<file path="src/rtl/uart_irq_pkg.sv">
package uart_irq_pkg;

    typedef enum logic [3:0] {
        CAUSE_MODEM   = 4'h0,
        CAUSE_NONE    = 4'h1,
        CAUSE_THRE    = 4'h2,
        CAUSE_RXDATA  = 4'h4,
        CAUSE_LINE    = 4'h6,
        CAUSE_TIMEOUT = 4'hC
    } cause_e;

    typedef struct packed {
        logic dcd;
        logic ri;
        logic dsr;
        logic cts;
    } modem_lines_t;

    typedef struct packed {
        logic fifo_err;
        logic brk;
        logic frame;
        logic parity;
        logic overrun;
    } line_err_t;

    localparam logic [1:0] IIR_TOP_BITS = 2'b11;

    function automatic logic [4:0] trig_level(input logic [1:0] sel);
        case (sel)
            2'd0:    trig_level = 5'd1;
            2'd1:    trig_level = 5'd4;
            2'd2:    trig_level = 5'd8;
            default: trig_level = 5'd14;
        endcase
    endfunction

endpackage

</file>
<file path="src/rtl/uis_line_status.sv">
module uis_line_status
    import uart_irq_pkg::*;
(
    input  logic       clk,
    input  logic       rst,
    input  logic [3:0] err_set,
    input  logic       lsr_rd,
    output line_err_t  errs
);
    line_err_t nxt;

    always_comb begin
        nxt = lsr_rd ? '0 : errs;
        nxt.overrun  = nxt.overrun  | err_set[0];
        nxt.parity   = nxt.parity   | err_set[1];
        nxt.frame    = nxt.frame    | err_set[2];
        nxt.brk      = nxt.brk      | err_set[3];
        nxt.fifo_err = nxt.fifo_err | (|err_set);
    end

    always_ff @(posedge clk) begin
        if (rst) errs <= '0;
        else     errs <= nxt;
    end
endmodule

</file>
<file path="src/rtl/uis_modem_status.sv">
module uis_modem_status
    import uart_irq_pkg::*;
(
    input  logic       clk,
    input  logic       rst,
    input  logic       loop_en,
    input  logic [3:0] mcr_out,
    input  logic [3:0] modem_in,
    input  logic       msr_rd,
    output logic [7:0] msr_val
);
    modem_lines_t src, lines;
    logic [3:0]   delta, chg;

    always_comb begin
        if (loop_en) begin
            src.cts = mcr_out[1];
            src.dsr = mcr_out[0];
            src.ri  = mcr_out[2];
            src.dcd = mcr_out[3];
        end else begin
            src = modem_lines_t'(modem_in);
        end
        chg[0] = src.cts ^ lines.cts;
        chg[1] = src.dsr ^ lines.dsr;
        chg[2] = lines.ri & ~src.ri;
        chg[3] = src.dcd ^ lines.dcd;
    end

    always_ff @(posedge clk) begin
        if (rst) begin
            lines <= '0;
            delta <= '0;
        end else begin
            lines <= src;
            delta <= (msr_rd ? 4'b0 : delta) | chg;
        end
    end

    assign msr_val = {lines.dcd, lines.ri, lines.dsr, lines.cts, delta};
endmodule

</file>
<file path="src/rtl/uis_rx_timeout.sv">
module uis_rx_timeout #(
    parameter int CT_W    = 12,
    parameter int TO_MULT = 4
) (
    input  logic            clk,
    input  logic            rst,
    input  logic            tick,
    input  logic            rx_ready,
    input  logic            rx_read,
    input  logic            rx_char_add,
    input  logic [CT_W-1:0] char_time,
    output logic            expired
);
    localparam int CNT_W = CT_W + $clog2(TO_MULT) + 1;

    logic [CNT_W-1:0] cnt, limit;

    assign limit   = CNT_W'(char_time) * CNT_W'(TO_MULT);
    assign expired = (cnt >= limit);

    always_ff @(posedge clk) begin
        if (rst)                          cnt <= '0;
        else if (rx_read || rx_char_add)  cnt <= '0;
        else if (tick && rx_ready && !(&cnt)) cnt <= cnt + 1'b1;
    end
endmodule

</file>
<file path="src/rtl/uis_cause_sel.sv">
module uis_cause_sel
    import uart_irq_pkg::*;
(
    input  logic [3:0] ier_en,
    input  logic       line_hit,
    input  logic       rxdata_hit,
    input  logic       timeout_hit,
    input  logic       thre_pend,
    input  logic       modem_hit,
    output cause_e     cause
);
    always_comb begin
        if (ier_en[2] && line_hit)          cause = CAUSE_LINE;
        else if (ier_en[0] && rxdata_hit)   cause = CAUSE_RXDATA;
        else if (ier_en[0] && timeout_hit)  cause = CAUSE_TIMEOUT;
        else if (ier_en[1] && thre_pend)    cause = CAUSE_THRE;
        else if (ier_en[3] && modem_hit)    cause = CAUSE_MODEM;
        else                                cause = CAUSE_NONE;
    end
endmodule

</file>
<file path="src/rtl/uart_irq_status.sv">
module uart_irq_status
    import uart_irq_pkg::*;
#(
    parameter int LVL_W   = 5,
    parameter int CT_W    = 12,
    parameter int TO_MULT = 4
) (
    input  logic             clk,
    input  logic             rst,
    input  logic [3:0]       ier_en,
    input  logic [LVL_W-1:0] rx_level,
    input  logic             rx_ready,
    input  logic             rx_read,
    input  logic             rx_char_add,
    input  logic             tick,
    input  logic [CT_W-1:0]  char_time,
    input  logic [1:0]       fcr_trig,
    input  logic [3:0]       err_set,
    input  logic             thre_set,
    input  logic             thr_write,
    input  logic             iir_rd,
    input  logic             lsr_rd,
    input  logic             msr_rd,
    input  logic             loop_en,
    input  logic [3:0]       mcr_out,
    input  logic [3:0]       modem_in,
    output logic [7:0]       iir_val,
    output logic             irq,
    output logic [4:0]       line_err,
    output logic [7:0]       msr_val
);
    line_err_t errs;
    cause_e    cause;
    logic      to_expired, thre_pend, thre_clr, rxdata_hit, timeout_hit;

    uis_line_status u_line (
        .clk(clk), .rst(rst), .err_set(err_set), .lsr_rd(lsr_rd), .errs(errs)
    );

    uis_modem_status u_modem (
        .clk(clk), .rst(rst), .loop_en(loop_en), .mcr_out(mcr_out),
        .modem_in(modem_in), .msr_rd(msr_rd), .msr_val(msr_val)
    );

    uis_rx_timeout #(.CT_W(CT_W), .TO_MULT(TO_MULT)) u_tmo (
        .clk(clk), .rst(rst), .tick(tick), .rx_ready(rx_ready),
        .rx_read(rx_read), .rx_char_add(rx_char_add),
        .char_time(char_time), .expired(to_expired)
    );

    assign rxdata_hit  = rx_ready && (int'(rx_level) >= int'(trig_level(fcr_trig)));
    assign timeout_hit = to_expired && (rx_level != '0);

    uis_cause_sel u_sel (
        .ier_en(ier_en), .line_hit(|errs[3:0]), .rxdata_hit(rxdata_hit),
        .timeout_hit(timeout_hit), .thre_pend(thre_pend),
        .modem_hit(|msr_val[3:0]), .cause(cause)
    );

    assign thre_clr = (iir_rd || thr_write) && (cause == CAUSE_THRE);

    always_ff @(posedge clk) begin
        if (rst) thre_pend <= 1'b0;
        else     thre_pend <= thre_set || (thre_pend && !thre_clr);
    end

    assign iir_val  = {IIR_TOP_BITS, 2'b00, cause};
    assign irq      = ~cause[0];
    assign line_err = errs;
endmodule

</file>
<file path="config.mk">
export PLATFORM = sky130hd
export DESIGN_NAME = uart_irq_status
export DESIGN_NICKNAME = d
export VERILOG_FILES = /design/src/rtl/uart_irq_pkg.sv /design/src/rtl/uis_line_status.sv /design/src/rtl/uis_modem_status.sv /design/src/rtl/uis_rx_timeout.sv /design/src/rtl/uis_cause_sel.sv /design/src/rtl/uart_irq_status.sv
export SDC_FILE = /design/constraint.sdc
export NUM_CORES = 1
export LEC_CHECK = 0
export BUFFER_PORTS_ARGS = -buffer_cell sky130_fd_sc_hd__buf_2
export CAP_MARGIN = 15
export CORE_MARGIN = 10
export CORE_UTILIZATION = 54
export CTS_BUF_LIST = sky130_fd_sc_hd__clkbuf_2
export CTS_CLUSTER_DIAMETER = 60
export CTS_CLUSTER_SIZE = 25
export DETAILED_ROUTE_END_ITERATION = 6
export PLACE_DENSITY = 0.86
export SLEW_MARGIN = 20
export SYNTH_ARGS = -nofsm -noshare
export SYNTH_HDL_FRONTEND = slang
export SYNTH_SLANG_ARGS = --single-unit
export TNS_END_PERCENT = 20
</file>
<file path="constraint.sdc">
create_clock -name clk -period 3.1 [get_ports clk]
set_input_delay 0.31 -clock clk [delete_from_list [all_inputs] [get_ports clk]]
set_output_delay 0.31 -clock clk [all_outputs]
set_load 0.03 [all_outputs]
</file>
==> run_results.csv, run 1 <==
group,metric,value,unit
drt,viasPerCell,5.318,
logic_synthesis,synth_cells,217,
layout,fin_util,69.52,%
clock_tree,cts_setup_buffers,0,
clock_tree,cts_tree,"yes",
logic_synthesis,post-synth-top-count-cell,"dfxtp_1",
drt,drc_errors,0,
logic_synthesis,ys_top_cells_by_count,"dfxtp_1, nor2_1, inv_1",
job,drv_cap,0,
setup_path,critPathMaxFanout,5,
sta,tightestPinTransition,565.7,ps
logic_synthesis,synthDistinctLibCells,41,
floorplan,dieArea,6034,sq um
drt,avgRoutedWirePerCell,13.75,microns
power_and_ir_drop,p_leak,1.069,nW
clock_tree,ctsResizeCount,0,
drt,drt-initial-drc-count,80,
grt,grt_util_all_layers,14.62,%
sta,worst_clock_skew,20.89,ps
layout,finalNetCount,347,
floorplan,row_count,20,
grt,gr-total-overflow,0,
floorplan,coreArea,3128,sq um
grt,antenna_found_initial,0,
floorplan,die_h,77.68,microns
placement,globalplace.congestion,0.7835,
clock_tree,clkTransAtPathRegs,150,ps
clock_tree,hold_buffers,0,
setup_path,critPathCaptureType,"output pin",
setup_path,crit_type,"register to output pin",
drt,dr_total_vias,1739,
layout,drive_gt1_share,27.21,%
logic_synthesis,avgSynthCellArea,8.280,sq um
logic_synthesis,yosys.area.top_type_share,32.31,%
layout,area_growth,21.03,%
setup_path,crit_chain,"ha_1 > a21o_1 > a211o_1 > a211o_1 > o211ai_2 > and4_1 > buf_2",
layout,layout.cells.non_filler,327,
logic_synthesis,synth_area_leaders,"dfxtp_1, ha_1, nor2_1, a21oi_1, inv_1",
logic_synthesis,ys_warn_count,0,
drt,first_pass_iters,4,
logic_synthesis,synth_area,1797,sq um
logic_synthesis,ys_seq_area_share,32.31,%
sta,hold_viol,0,
power_and_ir_drop,p_per_area,341.7,nW/um^2
drt,antenna_left,0,
drt,totalWireLength,4496,microns
setup_path,slowest_stage,"dfxtp_1",
floorplan,die_x,77.68,microns
grt,grt_start_max_net_pins,17,
sta,max_freq,362.8,MHz
sta,period_share,88.92,%
power_and_ir_drop,finalPower,0.0007430,W
setup_path,critPathArrivalTime,2450,ps
setup_path,crit_required,2790,ps
setup_path,setup.worst_path.start_class,"register",
sta,maxSlewHeadroom,62.29,%
placement,portBuffers,64,
logic_synthesis,synth_edf_count,0,
setup_path,timing.critical_path.mode_cell,"a211o_1",
clock_tree,clockRootBuffer,"clkbuf_2",
sta,period_needed,2757,ps
placement,place_hpwl,3756,microns
grt,grt_pass1_vias,1757,
power_and_ir_drop,ir_worst_vdd,0.0002508,V
logic_synthesis,ys_ff_latch,29,
sta,rsz0062_at_grt,"false",
run_status,outcome,"complete, no violations",
logic_synthesis,async_flop_share,0,%
layout,diodes,0,
floorplan,pin_count,69,
clock_tree,ctsHtreeMaxLevel,2,
setup_path,cpPeakStageDelay,450,ps
min_path,hold_class,"input port to register",
clock_tree,clk_path_buf_depth,2,
floorplan,initial_core_util,57.44,%
sta,tns,0,ps
clock_tree,insertion_delay,360,ps
clock_tree,cts_sinks,29,
layout,design_area,2175,sq um
placement,dpl-instance-area,2135,sq um
placement,dp_cells,319,
sta,setup_viol,0,
grt,grt_pass1_wl,7576,microns
sta,slew_viol_final,0,
logic_synthesis,yosysTopAreaCell,"dfxtp_1",
logic_synthesis,synthFlopType,"dfxtp_1",
clock_tree,cts_buffers,5,
[path summary, 6_finish.rpt]
check / slack (ps) / startpoint / to / cells past startpoint
max: 340 / u_tmo.cnt[12]$_SDFFE_PP0P_ / iir_val[0] / 7
min: 170 / err_set[2] / u_line.errs[2]$_SDFF_PP0_ / 3
max reg2reg: 1150 / u_tmo.cnt[6]$_SDFFE_PP0P_ / thre_pend$_SDFF_PP0_ / 6
min reg2reg: 480 / u_line.errs[4]$_SDFF_PP0_ / u_line.errs[4]$_SDFF_PP0_ / 2
[sequential cells by signal (all words and copies together), names as in the netlist]
name,count
u_modem.delta,4
thre_pend,1
u_tmo.cnt,15
u_modem.msr_val,4
u_line.errs,5
[cell type report]
type                            instances  area [sq um]
Multi-Input combinational cell        163          1107
Fill cell                             262         953.4
Sequential cell                        29         580.6
Timing Repair Buffer                   64         320.3
Inverter                               19         71.32
Tap cell                               44         55.05
Clock buffer                            6         30.03
Clock inverter                          2         10.01
[placed cells by master (no fill, tap or decap), types with 3 or more instances in the layout]
cell type	count
nand2b_1	3
o41ai_1	3
buf_2	64
and4_1	4
nor3_1	4
xor2_1	6
dfxtp_1	29
nand4_1	4
a21oi_1	17
nand3_1	7
clkbuf_2	6
xnor2_1	5
or3_1	4
conb_1	4
o21ai_0	6
inv_1	19
mux2i_1	5
nor2_1	26
nand2_1	13
and2_1	3
ha_1	18
nor4_1	6
[per-layer routing]
layer	global-route usage, %	part of all wire [%]	vias up
met5	0	0	-
met4	4.562	0.18	0
met3	8.065	10	2
met2	24.05	46	66
met1	15.66	43	778
li1	-	-	893
[worst max-delay path, delay by kind of cell (launching register included)]
family                     cells  cell delay, ps
and+or+nand+nor                1             210
AOI/OAI and AO/OA              4             940
DFF                            1             450
adders and majority gates      1             290
buffers and inverters          1             190
[logic make-up (layout without fill, tap and decap cells)]
kind of cell / after synthesis / in the layout / share of synthesized area, %
XOR/XNOR: 11 / 11 / 5.362
buffers and inverters: 27 / 91 / 6.476
flip-flops: 29 / 29 / 32.31
AND/OR/NAND/NOR: 84 / 84 / 24.86
adder cells (fa/ha/maj): 18 / 18 / 12.54
AO/OA/AOI/OAI: 41 / 41 / 15.25
other: 2 / 4 / 0.4180
multiplexers: 5 / 5 / 2.786
[power by group]
group	switching (W)	leakage [nW]	internal [W]
Combinational	0.000101	0.799	0.0000619
Clock	0.000127	0.0327	0.0000566
Sequential	0.00000972	0.238	0.000387
[metrics by stage]
stage	hold slack, ps	setup WS [ps]
5_1_grt	156.0	134.3
4_1_cts	123.1	296.6
6_report	173.5	343.3
2_1_floorplan	379.1	576.7
3_3_place_gp	451.9	731.6
3_5_place_dp	461.1	726.0
Note: power is estimated with default switching activity, not from simulation.
==> run 2: changes to the inputs <==
--- a/config.mk
+++ b/config.mk
@@ -8,12 +8,12 @@
 export BUFFER_PORTS_ARGS = -buffer_cell sky130_fd_sc_hd__buf_2
 export CAP_MARGIN = 15
 export CORE_MARGIN = 10
-export CORE_UTILIZATION = 54
+export CORE_UTILIZATION = 51
 export CTS_BUF_LIST = sky130_fd_sc_hd__clkbuf_2
 export CTS_CLUSTER_DIAMETER = 60
 export CTS_CLUSTER_SIZE = 25
 export DETAILED_ROUTE_END_ITERATION = 6
-export PLACE_DENSITY = 0.86
+export PLACE_DENSITY = 0.82
 export SLEW_MARGIN = 20
 export SYNTH_ARGS = -nofsm -noshare
 export SYNTH_HDL_FRONTEND = slang
==> constraint.sdc (replaced) <==
create_clock -name clk -period 2.6 [get_ports clk]
set_input_delay 0.26 -clock clk [delete_from_list [all_inputs] [get_ports clk]]
set_output_delay 0.26 -clock clk [all_outputs]
set_load 0.03 [all_outputs]
==> run_results.csv, run 2 (synthesized netlist as in run 1, its figures left out) <==
group,metric,value,unit
floorplan,initial_core_util,53.42,%
grt,grt.busiest_layer,"met2",
drt,drt-initial-drc-count,118,
clock_tree,hold_buffers,0,
clock_tree,clockRootBuffer,"clkbuf_2",
floorplan,coreArea,3363,sq um
power_and_ir_drop,power_frac_comb,20.5,%
sta,tightestPinTransition,556.3,ps
power_and_ir_drop,power.switching,0.0002906,W
floorplan,row_count,21,
power_and_ir_drop,p_leak,1.093,nW
power_and_ir_drop,ir_worst_vdd,0.0004039,V
layout,finalNetCount,349,
sta,worst_clock_skew,14.77,ps
power_and_ir_drop,switching_share,29.29,%
placement,globalplace.congestion,0.8005,
drt,first_pass_iters,4,
setup_path,critical-path-top-delay-family,"compound AO/OA/AOI/OAI gates",
placement,dpl-instance-area,2137,sq um
setup_path,critPathCaptureType,"output pin",
setup_path,r2r_slack,670,ps
setup_path,setup.worst_path.start_class,"register",
grt,grt_pass1_wl,7548,microns
setup_path,reg2reg_from,"u_tmo.cnt[8]$_SDFFE_PP0P_",
clock_tree,insertion_delay,350,ps
clock_tree,clkTransAtPathRegs,150,ps
floorplan,dieArea,6297,sq um
layout,design_area,2281,sq um
layout,layout_common_cells,"buf_2, nor2_1, dfxtp_1, inv_1, ha_1",
min_path,hold_depth,3,
layout,top_regs,"u_tmo.cnt: 15 flops, u_line.errs: 5 flops",
sta,maxSlewHeadroom,62.91,%
layout,area_growth,26.95,%
setup_path,crit_type,"register to output pin",
setup_path,critPathBufInv,1,
floorplan,die_h,79.36,microns
run_status,outcome,"complete, no violations",
layout,largest-register,"u_tmo.cnt",
power_and_ir_drop,seq_power_share,47.4,%
sta,period_share,98.74,%
setup_path,crit_required,2340,ps
drt,totalWireLength,4515,microns
setup_path,crit_chain,"ha_4 > a21o_1 > a211o_1 > a211o_1 > o211ai_2 > and4_1 > buf_6",
setup_path,cpPeakStageDelay,380,ps
power_and_ir_drop,internal_power,0.0007015,W
setup_path,slowest_stage,"dfxtp_4",
grt,gr-total-overflow,0,
layout,fin_util,67.82,%
layout,largest_reg_flops,15,
min_path,hold_end,"u_line.errs[1]$_SDFF_PP0_",
grt,grt_util_met1,15.94,%
placement,place_hpwl,3675,microns
power_and_ir_drop,p_per_area,435.0,nW/um^2
clock_tree,ctsHtreeMaxLevel,2,
setup_path,r2r-end,"thre_pend$_SDFF_PP0_",
setup_path,r2r_cells,7,
drt,avgRoutedWirePerCell,13.64,microns
clock_tree,cts_sinks,29,
power_and_ir_drop,p_clk_share,32.1,%
floorplan,die_x,79.36,microns
layout,diodes,0,
sta,slew_viol_final,0,
sta,max_freq,389.5,MHz
grt,grt_pass1_vias,1770,
grt,grt_util_all_layers,14.39,%
floorplan,pin_count,69,
layout,final_common_cell,"buf_2",
job,drv_cap,0,
clock_tree,cts_buffers,5,
sta,period_needed,2567,ps
drt,dr_total_vias,1746,
layout,drive_gt1_share,31.23,%
setup_path,critPathMaxFanout,4,
sta,rsz0062_at_grt,"true",
setup_path,critPathArrivalTime,2310,ps
setup_path,timing.critical_path.mode_cell,"a211o_1",
placement,portBuffers,64,
grt,met3_usage,8.559,%
grt,antenna_found_initial,0,
clock_tree,clk_path_buf_depth,2,
drt,viasPerCell,5.275,
drt,drc_errors,0,
grt,grt_use_met2,22.43,%
min_path,min_from,"err_set[1]",
min_path,hold_class,"input port to register",
grt,grt_start_max_net_pins,17,
sta,setup_viol,0,
clock_tree,cts_tree,"yes",
drt,antenna_left,0,
sta,hold_viol,0,
## run 2: layer usage
| metal | up-vias | part of all wire [%] |
|---|---|---|
| li1 | 897 | - |
| met5 | - | 0 |
| met4 | 0 | 1.2 |
| met2 | 74 | 45 |
| met1 | 769 | 43 |
| met3 | 6 | 11 |
## run 2: how the worst max path moves through the flow
| stage | from | endpoint | slack, ps | cells after the start |
|---|---|---|---|---|
| floorplan | u_tmo.cnt[12]$_SDFFE_PP0P_ | iir_val[1] | 130 | 6 |
| global placement | char_time[10] | iir_val[0] | 370 | 9 |
| finish | u_tmo.cnt[12]$_SDFFE_PP0P_ | iir_val[0] | 30 | 7 |
| CTS | u_tmo.cnt[12]$_SDFFE_PP0P_ | iir_val[0] | -20 | 7 |
| global route | u_tmo.cnt[12]$_SDFFE_PP0P_ | iir_val[0] | -140 | 7 |
| detailed placement | u_tmo.cnt[12]$_SDFFE_PP0P_ | iir_val[0] | 340 | 7 |
## run 2: power groups by stage
| stage | clock (W) | sequential, W | combinational [W] |
|---|---|---|---|
| 2_1_floorplan | 0 | 0.000511 | 0.0000953 |
| 3_3_place_gp | 0 | 0.000482 | 0.000192 |
| 3_5_place_dp | 0 | 0.000482 | 0.000197 |
| 4_1_cts | 0.000329 | 0.000472 | 0.000201 |
| 5_1_grt | 0.000352 | 0.000473 | 0.000225 |
| 6_report | 0.000318 | 0.000470 | 0.000204 |
## run 2: area by class of cell
type / instances / area (sq um)
timing repair buffer: 66 / 346.6
fill: 319 / 1082
clock inverter: 2 / 33.78
clock buffer: 6 / 30.03
sequential: 29 / 595.6
inverter: 19 / 71.32
multi-input combinational: 163 / 1146
tap: 46 / 57.56
## run 2: tightest hold or removal path, cell delays in order
cell     delay (ps)
buf_2            90
a21oi_1          40
nor2_1           70
## run 2: stage by stage
| step | power, W | hold slack [ps] | TNS, ps | cells | setup slack, ps |
|---|---|---|---|---|---|
| 3_5_place_dp | 0.0006790 | 469.3 | 0 | 321 | 336.8 |
| 6_report | 0.0009921 | 135.3 | 0 | 331 | 32.88 |
| 5_1_grt | 0.001050 | 91.56 | -283.6 | 331 | -139.1 |
| 2_1_floorplan | 0.0006064 | 329.1 | 0 | 219 | 126.7 |
| 3_3_place_gp | 0.0006739 | 455.5 | 0 | 321 | 367.7 |
| 4_1_cts | 0.001002 | 106.8 | -17.60 | 330 | -17.23 |
## run 2: what timing repair did
action,4_1_cts,5_1_grt
setup endpoints to repair,4,5
gates resized for setup,8,11
pin swaps,0,7
setup buffers,1,1
